## src/rtl/f2i_pkg.sv

```systemverilog
package f2i_pkg;
  localparam int EXP_W = 8;
  localparam int MAN_W = 23;
  localparam int INT_W = 32;

  typedef enum logic [1:0] {
    RND_NEAR = 2'd0,
    RND_POS  = 2'd1,
    RND_NEG  = 2'd2,
    RND_ZERO = 2'd3
  } rnd_e;

  typedef enum logic [1:0] {
    SPAN_SMALL = 2'd0,
    SPAN_RANGE = 2'd1,
    SPAN_HUGE  = 2'd2
  } span_e;
endpackage

```

## src/rtl/f2i_unpack.sv

```systemverilog
module f2i_unpack #(
  parameter int EW = 8,
  parameter int MW = 23
) (
  input  logic [EW+MW:0] word_i,
  output logic           sign_o,
  output logic [EW-1:0]  exp_o,
  output logic [MW-1:0]  man_o,
  output logic           nan_o,
  output logic           zero_o,
  output logic           denorm_o
);
  logic exp_ones, exp_zero, man_nz;

  always_comb begin
    sign_o   = word_i[EW+MW];
    exp_o    = word_i[EW+MW-1:MW];
    man_o    = word_i[MW-1:0];
    exp_ones = &exp_o;
    exp_zero = ~|exp_o;
    man_nz   = |man_o;
    nan_o    = exp_ones & man_nz;
    zero_o   = exp_zero & ~man_nz;
    denorm_o = exp_zero & man_nz;
  end
endmodule

```

## src/rtl/f2i_align.sv

```systemverilog
module f2i_align
  import f2i_pkg::*;
#(
  parameter int EW = 8,
  parameter int MW = 23,
  parameter int IW = 32
) (
  input  logic [EW-1:0] exp_i,
  input  logic [MW-1:0] man_i,
  output logic [IW-1:0] ipart_o,
  output logic [IW-1:0] rem_o,
  output span_e         span_o
);
  localparam int BIAS = (1 << (EW - 1)) - 1;
  localparam int HI   = BIAS + IW - 1;
  localparam int LO   = BIAS - 1;
  localparam int SW   = $clog2(IW + 1);
  localparam int PADW = IW - 1 - MW;

  logic [IW-1:0]   mant;
  logic [SW-1:0]   shamt;
  logic [2*IW-1:0] wide;

  always_comb begin
    mant = {1'b1, man_i, {PADW{1'b0}}};
    if (int'(exp_i) > HI) begin
      span_o = SPAN_HUGE;
      shamt  = '0;
    end else if (int'(exp_i) >= LO) begin
      span_o = SPAN_RANGE;
      shamt  = SW'(HI - int'(exp_i));
    end else begin
      span_o = SPAN_SMALL;
      shamt  = '0;
    end
    wide    = {mant, {IW{1'b0}}} >> shamt;
    ipart_o = wide[2*IW-1:IW];
    rem_o   = wide[IW-1:0];
  end
endmodule

```

## src/rtl/f2i_round.sv

```systemverilog
module f2i_round
  import f2i_pkg::*;
#(
  parameter int IW = 32
) (
  input  logic [IW-1:0] ipart_i,
  input  logic [IW-1:0] rem_i,
  input  logic          sign_i,
  input  logic          signed_i,
  input  rnd_e          mode_i,
  output logic [IW-1:0] value_o,
  output logic          invalid_o,
  output logic          inexact_o
);
  logic [IW-1:0] incr, bumped, limit;
  logic [IW:0]   sum;
  logic          carry, at_max, frac_nz;

  always_comb begin
    unique case (mode_i)
      RND_NEAR: incr = {1'b1, {(IW-1){1'b0}}} - {{(IW-1){1'b0}}, ~ipart_i[0]};
      RND_POS:  incr = sign_i ? '0 : '1;
      RND_NEG:  incr = sign_i ? '1 : '0;
      default:  incr = '0;
    endcase
    sum     = {1'b0, rem_i} + {1'b0, incr};
    carry   = sum[IW];
    at_max  = &ipart_i;
    frac_nz = |rem_i;
    bumped  = (carry && !at_max) ? ipart_i + 1'b1 : ipart_i;
    limit   = sign_i ? {1'b1, {(IW-1){1'b0}}} : {1'b0, {(IW-1){1'b1}}};

    value_o   = '0;
    invalid_o = 1'b0;
    inexact_o = 1'b0;
    if (signed_i) begin
      if (bumped > limit) begin
        value_o   = sign_i ? limit : limit;
        invalid_o = 1'b1;
      end else begin
        value_o   = bumped;
        inexact_o = frac_nz;
      end
      if (sign_i) value_o = -value_o;
    end else begin
      invalid_o = carry && at_max;
      if (sign_i && (bumped != '0)) begin
        value_o   = '0;
        invalid_o = 1'b1;
      end else begin
        value_o   = bumped;
        inexact_o = frac_nz;
      end
    end
  end
endmodule

```

## src/rtl/f2i_conv.sv

```systemverilog
module f2i_conv
  import f2i_pkg::*;
#(
  parameter int EW = EXP_W,
  parameter int MW = MAN_W,
  parameter int IW = INT_W
) (
  input  logic             clk,
  input  logic             rst_n,
  input  logic             in_valid,
  input  logic [EW+MW:0]   in_data,
  input  logic             is_signed,
  input  logic [1:0]       rnd_mode,
  input  logic             trunc,
  output logic             out_valid,
  output logic [IW-1:0]    out_int,
  output logic             out_invalid,
  output logic             out_inexact,
  output logic             out_denorm
);
  logic [1:0] rst_sync;
  logic       rst_int_n;

  always_ff @(posedge clk or negedge rst_n) begin
    if (!rst_n) rst_sync <= 2'b00;
    else        rst_sync <= {rst_sync[0], 1'b1};
  end
  assign rst_int_n = rst_sync[1];

  logic          op_sign, op_nan, op_zero, op_denorm;
  logic [EW-1:0] op_exp;
  logic [MW-1:0] op_man;
  logic [IW-1:0] ipart, rem, rnd_value;
  logic          rnd_invalid, rnd_inexact;
  span_e         span;
  rnd_e          mode_eff;

  assign mode_eff = trunc ? RND_ZERO : rnd_e'(rnd_mode);

  f2i_unpack #(.EW(EW), .MW(MW)) u_unpack (
    .word_i(in_data), .sign_o(op_sign), .exp_o(op_exp), .man_o(op_man),
    .nan_o(op_nan), .zero_o(op_zero), .denorm_o(op_denorm)
  );

  f2i_align #(.EW(EW), .MW(MW), .IW(IW)) u_align (
    .exp_i(op_exp), .man_i(op_man), .ipart_o(ipart), .rem_o(rem), .span_o(span)
  );

  f2i_round #(.IW(IW)) u_round (
    .ipart_i(ipart), .rem_i(rem), .sign_i(op_sign), .signed_i(is_signed),
    .mode_i(mode_eff), .value_o(rnd_value), .invalid_o(rnd_invalid),
    .inexact_o(rnd_inexact)
  );

  logic [IW-1:0] int_d, int_q;
  logic          inv_d, inv_q, inx_d, inx_q, den_d, den_q, vld_d, vld_q;
  logic          load;

  always_comb begin
    inv_d = 1'b0;
    inx_d = 1'b0;
    den_d = op_denorm;
    if (op_nan) begin
      int_d = is_signed ? '0 : '1;
      inv_d = 1'b1;
    end else if (span == SPAN_HUGE) begin
      if (is_signed) int_d = op_sign ? {1'b1, {(IW-1){1'b0}}} : {1'b0, {(IW-1){1'b1}}};
      else           int_d = op_sign ? '0 : '1;
      inv_d = 1'b1;
    end else if (span == SPAN_RANGE) begin
      int_d = rnd_value;
      inv_d = rnd_invalid;
      inx_d = rnd_inexact;
    end else begin
      int_d = '0;
      if (!op_zero) begin
        inx_d = 1'b1;
        if (mode_eff == RND_POS && !op_sign) begin
          int_d = {{(IW-1){1'b0}}, 1'b1};
        end else if (mode_eff == RND_NEG && op_sign) begin
          if (is_signed) int_d = '1;
          else           inv_d = 1'b1;
        end
      end
    end
  end

  assign load  = in_valid;
  assign vld_d = in_valid;

  always_ff @(posedge clk or negedge rst_int_n) begin
    if (!rst_int_n) begin
      vld_q <= 1'b0;
      int_q <= '0;
      inv_q <= 1'b0;
      inx_q <= 1'b0;
      den_q <= 1'b0;
    end else begin
      vld_q <= vld_d;
      if (load) begin
        int_q <= int_d;
        inv_q <= inv_d;
        inx_q <= inx_d;
        den_q <= den_d;
      end
    end
  end

  assign out_valid   = vld_q;
  assign out_int     = int_q;
  assign out_invalid = inv_q;
  assign out_inexact = inx_q;
  assign out_denorm  = den_q;
endmodule

```

## config.mk

```make
export PLATFORM = sky130hd
export DESIGN_NAME = f2i_conv
export DESIGN_NICKNAME = d
export VERILOG_FILES = /design/src/rtl/f2i_pkg.sv /design/src/rtl/f2i_unpack.sv /design/src/rtl/f2i_align.sv /design/src/rtl/f2i_round.sv /design/src/rtl/f2i_conv.sv
export SDC_FILE = /design/constraint.sdc
export NUM_CORES = 1
export LEC_CHECK = 0
export ABC_AREA = 1
export BUFFER_PORTS_ARGS = -buffer_cell sky130_fd_sc_hd__buf_4
export CAP_MARGIN = 30
export CORE_MARGIN = 2
export CORE_UTILIZATION = 60
export CTS_BUF_LIST = sky130_fd_sc_hd__clkbuf_16
export DETAILED_ROUTE_END_ITERATION = 8
export GPL_TIMING_DRIVEN = 1
export PLACE_DENSITY = 0.8
export SYNTH_ARGS = -nofsm -noshare
export SYNTH_HDL_FRONTEND = slang
export SYNTH_SLANG_ARGS = --single-unit
```

## constraint.sdc

```tcl
create_clock -name clk -period 1.6 [get_ports clk]
set_input_delay 0.32 -clock clk [delete_from_list [all_inputs] [get_ports clk]]
set_output_delay 0.32 -clock clk [all_outputs]
set_load 0.02 [all_outputs]
```

==> results of run 1 <==
## stage by stage
stage / TNS [ns] / util (%) / hold WS [ns]
2_1_floorplan: -153.37 / - / 0.02441
3_3_place_gp: -182.81 / 87.00 / 0.1025
3_5_place_dp: -195.99 / 87.00 / 0.1031
## cell families after synthesis
group | Yosys count | share of synthesized area, %
AND/OR/NAND/NOR | 1100 | 52.94
buffers and inverters | 263 | 12.61
AO/OA/AOI/OAI | 190 | 12.20
adder cells (fa/ha/maj) | 65 | 9.010
flip-flops | 38 | 10.54
XOR/XNOR | 24 | 2.329
multiplexers | 3 | 0.3327
other | 1 | 0.04155
## cells in the mapped netlist (2+ instances only)
| cell | count |
|---|---|
| nand2_1 | 551 |
| nand3_1 | 252 |
| nor2_1 | 184 |
| inv_1 | 168 |
| ha_1 | 65 |
| o21ai_0 | 65 |
| a21oi_1 | 63 |
| nand4_1 | 43 |
| dfrtp_1 | 38 |
| clkbuf_1 | 30 |
| buf_2 | 25 |
| nor4_1 | 16 |
| xor2_1 | 16 |
| o21ai_1 | 12 |
| nand2_2 | 11 |
| nor3_1 | 11 |
| buf_6 | 10 |
| inv_2 | 10 |
| o211ai_1 | 9 |
| buf_4 | 8 |
| nand3b_1 | 8 |
| xnor2_1 | 8 |
| buf_1 | 7 |
| o22ai_1 | 7 |
| a31oi_1 | 6 |
| nor2_2 | 6 |
| a21o_1 | 5 |
| o221ai_1 | 5 |
| nand2_4 | 4 |
| or2_2 | 4 |
| clkinv_1 | 3 |
| mux2i_1 | 3 |
| nand3_2 | 3 |
| a211oi_1 | 2 |
| a21boi_0 | 2 |
| a21oi_4 | 2 |
| a22oi_1 | 2 |
| and3_1 | 2 |
| nor2_4 | 2 |
| o21a_1 | 2 |
==> impl_metrics.csv, run 1 <==
group,metric,value,unit
status,status,"stopped before the end",
status,haltStage,"clock tree synthesis",
status,error_line,"[ERROR DPL-0038] Utilization greater than 100%, impossible to legalize",
logic_synthesis,yosys_register_bits,38,
placement,gp_congestion,1.123,
placement,place_ws,-5.980,ns
logic_synthesis,synth.area.top_cells,"nand2_1 23%, nand3_1 14%, dfrtp_1 11%",
logic_synthesis,synth_top_area_cell,"nand2_1",
die,die_h,126.7,um
clock_tree,cts_root_buffer,"clkbuf_16",
logic_synthesis,seq_area_frac_synth,10.54,%
die,rows,44,
clock_tree,cts_buffers,5,
clock_tree,ctsResizeCount,225,
die,ioPinCount,75,
logic_synthesis,ys.flop_type,"dfrtp_1",
logic_synthesis,synthesis.area,0.009026,mm^2
logic_synthesis,synthesis.nets,1788,
logic_synthesis,synth_top_cell_area_share,22.91,%
clock_tree,clkSinkCount,38,
placement,placedCellCount,2260,
logic_synthesis,synth_cell_types,54,
clock_tree,htree_num_levels,2,
clock_tree,clockBufferDepth,2,
logic_synthesis,synthCells,1684,
clock_tree,post_cts_buffers,95,
logic_synthesis,async_flop_share,100.0,%
placement,hpwl,31.82,mm
die,die_w,126.7,um
logic_synthesis,synth_edf_count,0,
placement,port_buffers,74,
clock_tree,hold_buffers,1,
placement,placed_cell_area,0.01269,mm^2
logic_synthesis,synth_warnings,0,
logic_synthesis,synth_area_per_cell,5.360,um^2
die,initial_core_util,61.87,%
==> run 2, diff against run 1 <==
Settings changed: CORE_UTILIZATION 60 to 40, CTS_BUF_LIST sky130_fd_sc_hd__clkbuf_16 to unset, PLACE_DENSITY 0.8 to unset, PLACE_DENSITY_LB_ADDON set to 0.15.
==> impl_metrics.csv, run 2 <==
group,metric,value,unit
logic_synthesis,yosys_register_bits,38,
sta,worst_pin_slew,1.006,ns
final_layout,final_common_cell,"buf_4",
sta,slew-limit-headroom,32.94,%
global_routing,met2_usage,61.16,%
worst_setup_path,reg2reg_depth,2,
power_and_ir_drop,power_density,762.6,mW/mm^2
route,vias,15050,
route,drc,0,
power_and_ir_drop,total_leakage_power,8.875,nW
die,die_h,154.2,um
worst_setup_path,slowest_delay,0.21,ns
placement,port_buffers,74,
route,wl_per_cell,20.07,um
worst_setup_path,cpMaxStageDelayCell,"buf_12",
placement,hpwl,33.58,mm
sta,fin_ws,-5.518,ns
clock_tree,cts_tree,"done",
logic_synthesis,synth-simple-area-share,52.94,%
worst_setup_path,crit_fanout,8,
worst_hold_path,hp-class,"reg2async",
sta,fin_crit,7.118,ns
job,drv_cap,0,
die,rows,54,
sta,period_share,444.9,%
final_layout,final_cells,2566,
global_routing,grt_use_met1,51.28,%
final_layout,nFillCells,1561,
logic_synthesis,seq_area_frac_synth,10.54,%
worst_setup_path,path_class,"in2reg",
clock_tree,cts_root_buffer,"clkbuf_16",
route,antenna_left,0,
power_and_ir_drop,vdd_ir_drop_max,0.6801,mV
worst_setup_path,rrSetupSlack,0.88,ns
die,ioPinCount,75,
final_layout,largest_reg_flops,32,
sta,final_hold_viol_count,0,
placement,gp_congestion,1.058,
die,dieArea,0.02378,mm^2
worst_setup_path,worstReg2RegStart,"out_int[27]",
worst_setup_path,rr_endpoint,"out_int[27]",
final_layout,syn_to_final_growth,90.13,%
global_routing,grt_pass1_vias,13550,
logic_synthesis,synth_common_cells,"551 x nand2_1, 252 x nand3_1, 184 x nor2_1, 168 x inv_1",
clock_tree,clockBufferDepth,2,
sta,holdWs,0.2035,ns
sta,fin_setup_tns,-184.29,ns
worst_setup_path,endpoint_kind,"flip-flop",
clock_tree,clkSinkCount,38,
route,drt-pass1-iter-count,7,
global_routing,top_usage_layer,"met2",
route,drtIter0Drc,2125,
logic_synthesis,synthCells,1684,
global_routing,met3_usage,6.893,%
sta,clock_skew,0.001091,ns
status,violations,"negative setup slack",
worst_setup_path,required,1.77,ns
worst_setup_path,start_kind,"primary input",
logic_synthesis,yosys.cell_count.top_type,"nand2_1",
logic_synthesis,synth-xor-area-share,2.329,%
clock_tree,cts.clk_slew.worst_paths,0.06,ns
logic_synthesis,synthesis.area,0.009026,mm^2
logic_synthesis,synth.area.top_cells,"nand2_1 23%, nand3_1 14%, dfrtp_1 11%",
logic_synthesis,ys.flop_type,"dfrtp_1",
final_layout,most-common-layout-cells,"579 x buf_4, 435 x nand2_1, 183 x nand3_1",
logic_synthesis,synth_warnings,0,
logic_synthesis,synth_compound_area_share,12.20,%
global_routing,grt_antenna_before_repair,0,
global_routing,grt_max_degree,63,
global_routing,grt-ovfl-total,0,
sta,rsz0062_at_grt,"yes",
clock_tree,htree_num_levels,2,
die,core_area,0.02196,mm^2
die,die_w,154.2,um
logic_synthesis,synth_adder_area_share,9.010,%
sta,finalSetupViolCount,35,
sta,max_freq,0.1405,GHz
clock_tree,clkLatencyLatePin,0.28,ns
worst_setup_path,critPathMostFrequentCell,"buf_6",
logic_synthesis,synth_top_cell_area_share,22.91,%
placement,placedCellCount,2424,
global_routing,grt_pass1_wl,71.74,mm
route,routed_wl,51.51,mm
sta,slew_violations,0,
worst_setup_path,cp.arrival,7.29,ns
worst_setup_path,startpoint,"in_data[28]",
logic_synthesis,synth_cell_types,54,
final_layout,diodes,0,
logic_synthesis,synthesis.nets,1788,
clock_tree,cts_buffers,5,
final_layout,nets,2389,
route,viasPerCell,5.863,
logic_synthesis,synth_mux_area_share,0.3327,%
logic_synthesis,synth_edf_count,0,
final_layout,drive_above_1_share,49.17,%
logic_synthesis,synth_top_family_by_area,"simple AND/OR/NAND/NOR gates",
logic_synthesis,synth_top_area_cell,"nand2_1",
die,initial_core_util,41.11,%
status,status,"complete, but fails checks",
logic_synthesis,async_flop_share,100.0,%
logic_synthesis,synth_area_per_cell,5.360,um^2
global_routing,grt_usage,37.60,%
-- run 2: cell counts after synthesis --
Identical to the previous run, type by type.
-- run 2: how the worst max path moves through the flow --
stage          cells past startpoint           to
3_5_place_dp                      47  out_int[31]
3_3_place_gp                      47  out_int[31]
6_report                          59  out_int[13]
2_1_floorplan                     53  out_int[14]
5_1_grt                           55  out_int[18]
4_1_cts                           54  out_int[30]
-- run 2: worst max-delay path: cells and delay by family --
kind	cells	cell delay [ns]
fa+ha+maj	1	0.15
compound gates	4	0.42
buf+inv	27	3.34
simple gates	27	3.08
-- run 2: routing by layer --
| layer | vias to the layer above | part of all wire [%] |
|---|---|---|
| met5 | - | 0 |
| met4 | 0 | 5.3 |
| met3 | 263 | 11 |
| met2 | 1035 | 44 |
| met1 | 6991 | 40 |
| li1 | 6756 | - |
-- run 2: final cells by class --
class / instances / area [um^2] / area share, %
multi-input combinational: 1390 / 9313 / 54.26
inverter: 181 / 711.9 / 4.148
timing repair buffer: 669 / 5637 / 32.84
sequential: 38 / 950.9 / 5.541
clock inverter: 2 / 60.06 / 0.3500
clock buffer: 6 / 138.9 / 0.8093
tap: 280 / 350.3 / 2.041
-- run 2: cells by family after synthesis --
logic type	count (synthesis)
AND/OR/NAND/NOR	1100
buffers and inverters	263
AO/OA/AOI/OAI	190
adder cells (fa/ha/maj)	65
flip-flops	38
XOR/XNOR	24
multiplexers	3
other	1
-- run 2: repair_timing --
action                     4_1_cts  5_1_grt
hold endpoints to repair         2        0
setup endpoints to repair       34       34
setup buffers                   97       32
gates cloned                     7        3
pin swaps                      108      129
hold buffers                     1        0
gates resized for setup        352      262
-- run 2: report_power, final --
group          internal, mW  leakage (nW)  switching, mW  total, mW
Sequential             1.08         0.450         0.0792       1.16
Clock                 0.936        0.0971          0.390       1.33
Combinational          4.71          8.33           5.89       10.6
Total                  6.73          8.88           6.36       13.1
-- run 2: stage by stage --
stage / cell area [um^2] / util (%) / power (mW) / setup WS (ns)
4_1_cts: 15830 / 72.09 / 11.48 / -4.952
2_1_floorplan: 9269 / - / 4.955 / -4.807
3_5_place_dp: 13290 / 60.50 / 8.806 / -5.994
3_3_place_gp: 13290 / 60.50 / 8.759 / -5.949
6_report: 17160 / 78.15 / 13.09 / -5.518
5_1_grt: 17160 / 78.15 / 13.68 / -5.720
Note: power is estimated with default switching activity, not from simulation.
==> run 3, diff against run 2 <==
Settings changed: CORE_ASPECT_RATIO set to 0.6, CTS_CLUSTER_DIAMETER set to 100.
==> impl_metrics.csv, run 3 (synthesis results as in run 2) <==
group,metric,value,unit
global_routing,grt_max_degree,62,
die,rows,42,
sta,rsz0062_at_grt,"yes",
clock_tree,clkLatencyLatePin,0.30,ns
status,status,"complete, but fails checks",
clock_tree,clockBufferDepth,2,
global_routing,grt_pass1_vias,12170,
route,viasPerCell,5.503,
placement,hpwl,35.92,mm
sta,worst_pin_slew,0.9860,ns
worst_setup_path,critPathMostFrequentCell,"nand2_1",
final_layout,most-common-layout-cells,"551 x buf_4, 494 x nand2_1, 207 x nand3_1",
sta,period_share,438.8,%
route,vias,13820,
power_and_ir_drop,power_density,757.4,mW/mm^2
job,drv_cap,0,
final_layout,final_common_cell,"buf_4",
sta,holdWs,0.2165,ns
die,die_h,120.4,um
placement,placedCellCount,2433,
final_layout,largest_reg_flops,32,
final_layout,syn_to_final_growth,73.79,%
global_routing,grt_usage,36.79,%
route,drtIter0Drc,1961,
die,initial_core_util,40.90,%
sta,clock_skew,0.002572,ns
placement,port_buffers,74,
sta,slew-limit-headroom,34.27,%
sta,fin_ws,-5.420,ns
worst_setup_path,slowest_delay,0.35,ns
sta,finalSetupViolCount,34,
worst_setup_path,required,1.83,ns
route,wl_per_cell,18.78,um
sta,final_hold_viol_count,0,
global_routing,grt_antenna_before_repair,0,
clock_tree,htree_num_levels,2,
power_and_ir_drop,vdd_ir_drop_max,0.5091,mV
worst_setup_path,path_class,"in2reg",
clock_tree,clkSinkCount,38,
final_layout,nets,2329,
power_and_ir_drop,intPower,6.177,mW
worst_setup_path,cpMaxStageDelayCell,"a221o_1",
global_routing,grt-ovfl-total,0,
power_and_ir_drop,total_leakage_power,8.408,nW
power_and_ir_drop,seqPwrFrac,9.8,%
clock_tree,cts.clk_slew.worst_paths,0.06,ns
sta,fin_crit,7.020,ns
route,antenna_left,0,
die,dieArea,0.02382,mm^2
worst_setup_path,start_kind,"primary input",
route,drt-pass1-iter-count,6,
final_layout,final_cells,2512,
clock_tree,cts_tree,"done",
sta,slew_violations,0,
final_layout,drive_above_1_share,41.37,%
clock_tree,cts_root_buffer,"clkbuf_16",
worst_setup_path,cp.arrival,7.25,ns
worst_setup_path,endpoint_kind,"flip-flop",
sta,max_freq,0.1424,GHz
status,violations,"negative setup slack",
power_and_ir_drop,power_frac_comb,78.7,%
die,ioPinCount,75,
die,die_w,197.9,um
route,drc,0,
die,core_area,0.02207,mm^2
worst_setup_path,crit_fanout,13,
power_and_ir_drop,power_switching,5.704,mW
clock_tree,cts_buffers,5,
placement,gp_congestion,1.026,
global_routing,grt_pass1_wl,67.37,mm
power_and_ir_drop,switching_share,48.01,%
placement,place_ws,-6.059,ns
power_and_ir_drop,clkPwrFrac,11.6,%
worst_hold_path,hp-class,"reg2async",
route,routed_wl,47.19,mm
final_layout,diodes,0,
==> run 3: changes by cell type in the layout (fill, tap and decap cells not counted), sizes merged <==
| cell | before | now |
|---|---|---|
| buf | 665 | 606 |
| inv | 175 | 176 |
| nand2 | 572 | 571 |
| nand3 | 257 | 256 |
==> run 3: final timing paths <==
| path | from | endpoint | slack [ns] | cells past startpoint |
|---|---|---|---|---|
| setup / recovery | in_data[25] | out_int[30] | -5.42 | 54 |
| hold / removal | rst_sync[1] | out_int[27] | 0.22 | 1 |
| setup reg to reg | out_int[30] | out_int[30] | 0.89 | 2 |
| hold reg to reg | rst_sync[1] | out_int[27] | 0.22 | 1 |
| max in group asynchronous | rst_sync[1] | out_int[25] | 1.12 | 1 |
| min in group clk | rst_sync[0] | rst_sync[1] | 0.35 | 0 |
==> run 3: timing repair <==
item / in CTS / in global routing
setup endpoints to repair: 34 / 34
gates cloned: 3 / 8
resized for setup: 135 / 229
hold buffers: 1 / 0
endpoints found under the hold margin: 2 / 0
pin swaps: 41 / 88
buffers inserted: 12 / 50
==> run 3: power by group through the flow <==
stage	clock (mW)	combinational, mW	sequential (mW)
floorplan	0	3.63	1.33
global placement	0	7.66	1.18
detailed placement	0	7.73	1.17
CTS	1.38	8.22	1.16
global route	1.42	10.0	1.18
finish	1.37	9.34	1.16
==> run 3: cell type report <==
| cell class | instances | area (um^2) |
|---|---|---|
| clock buffer | 5 | 125.1 |
| clock inverter | 3 | 68.82 |
| fill | 1944 | 6385 |
| inverter | 181 | 706.9 |
| multi-input combinational | 1388 | 8412 |
| sequential | 38 | 950.9 |
| tap | 286 | 357.8 |
| timing repair buffer | 611 | 5065 |
==> run 3: per-stage QoR <==
step	instance area, um^2	power [mW]	TNS (ns)	utilization, %
4_1_cts	14210	10.75	-169.86	64.37
3_3_place_gp	13380	8.842	-196.55	60.61
6_report	15690	11.88	-177.27	71.07
2_1_floorplan	9269	4.955	-153.37	-
5_1_grt	15690	12.62	-190.18	71.07
3_5_place_dp	13380	8.905	-196.63	60.61
==> run 3: routing by layer <==
metal,GRT usage [%],up-vias,wire [um]
li1,-,6654,-
met4,2.726,2,201
met3,14.87,28,7158
met5,0,-,58
met1,58.79,6419,22570
met2,45.55,721,17190
==> run 3: worst max-delay path: cells and delay by family <==
| kind | cells | cell delay (ns) |
|---|---|---|
| and+or+nand+nor | 28 | 2.84 |
| AOI/OAI and AO/OA | 10 | 1.99 |
| adders and majority gates | 3 | 0.68 |
| buffers and inverters | 13 | 1.38 |
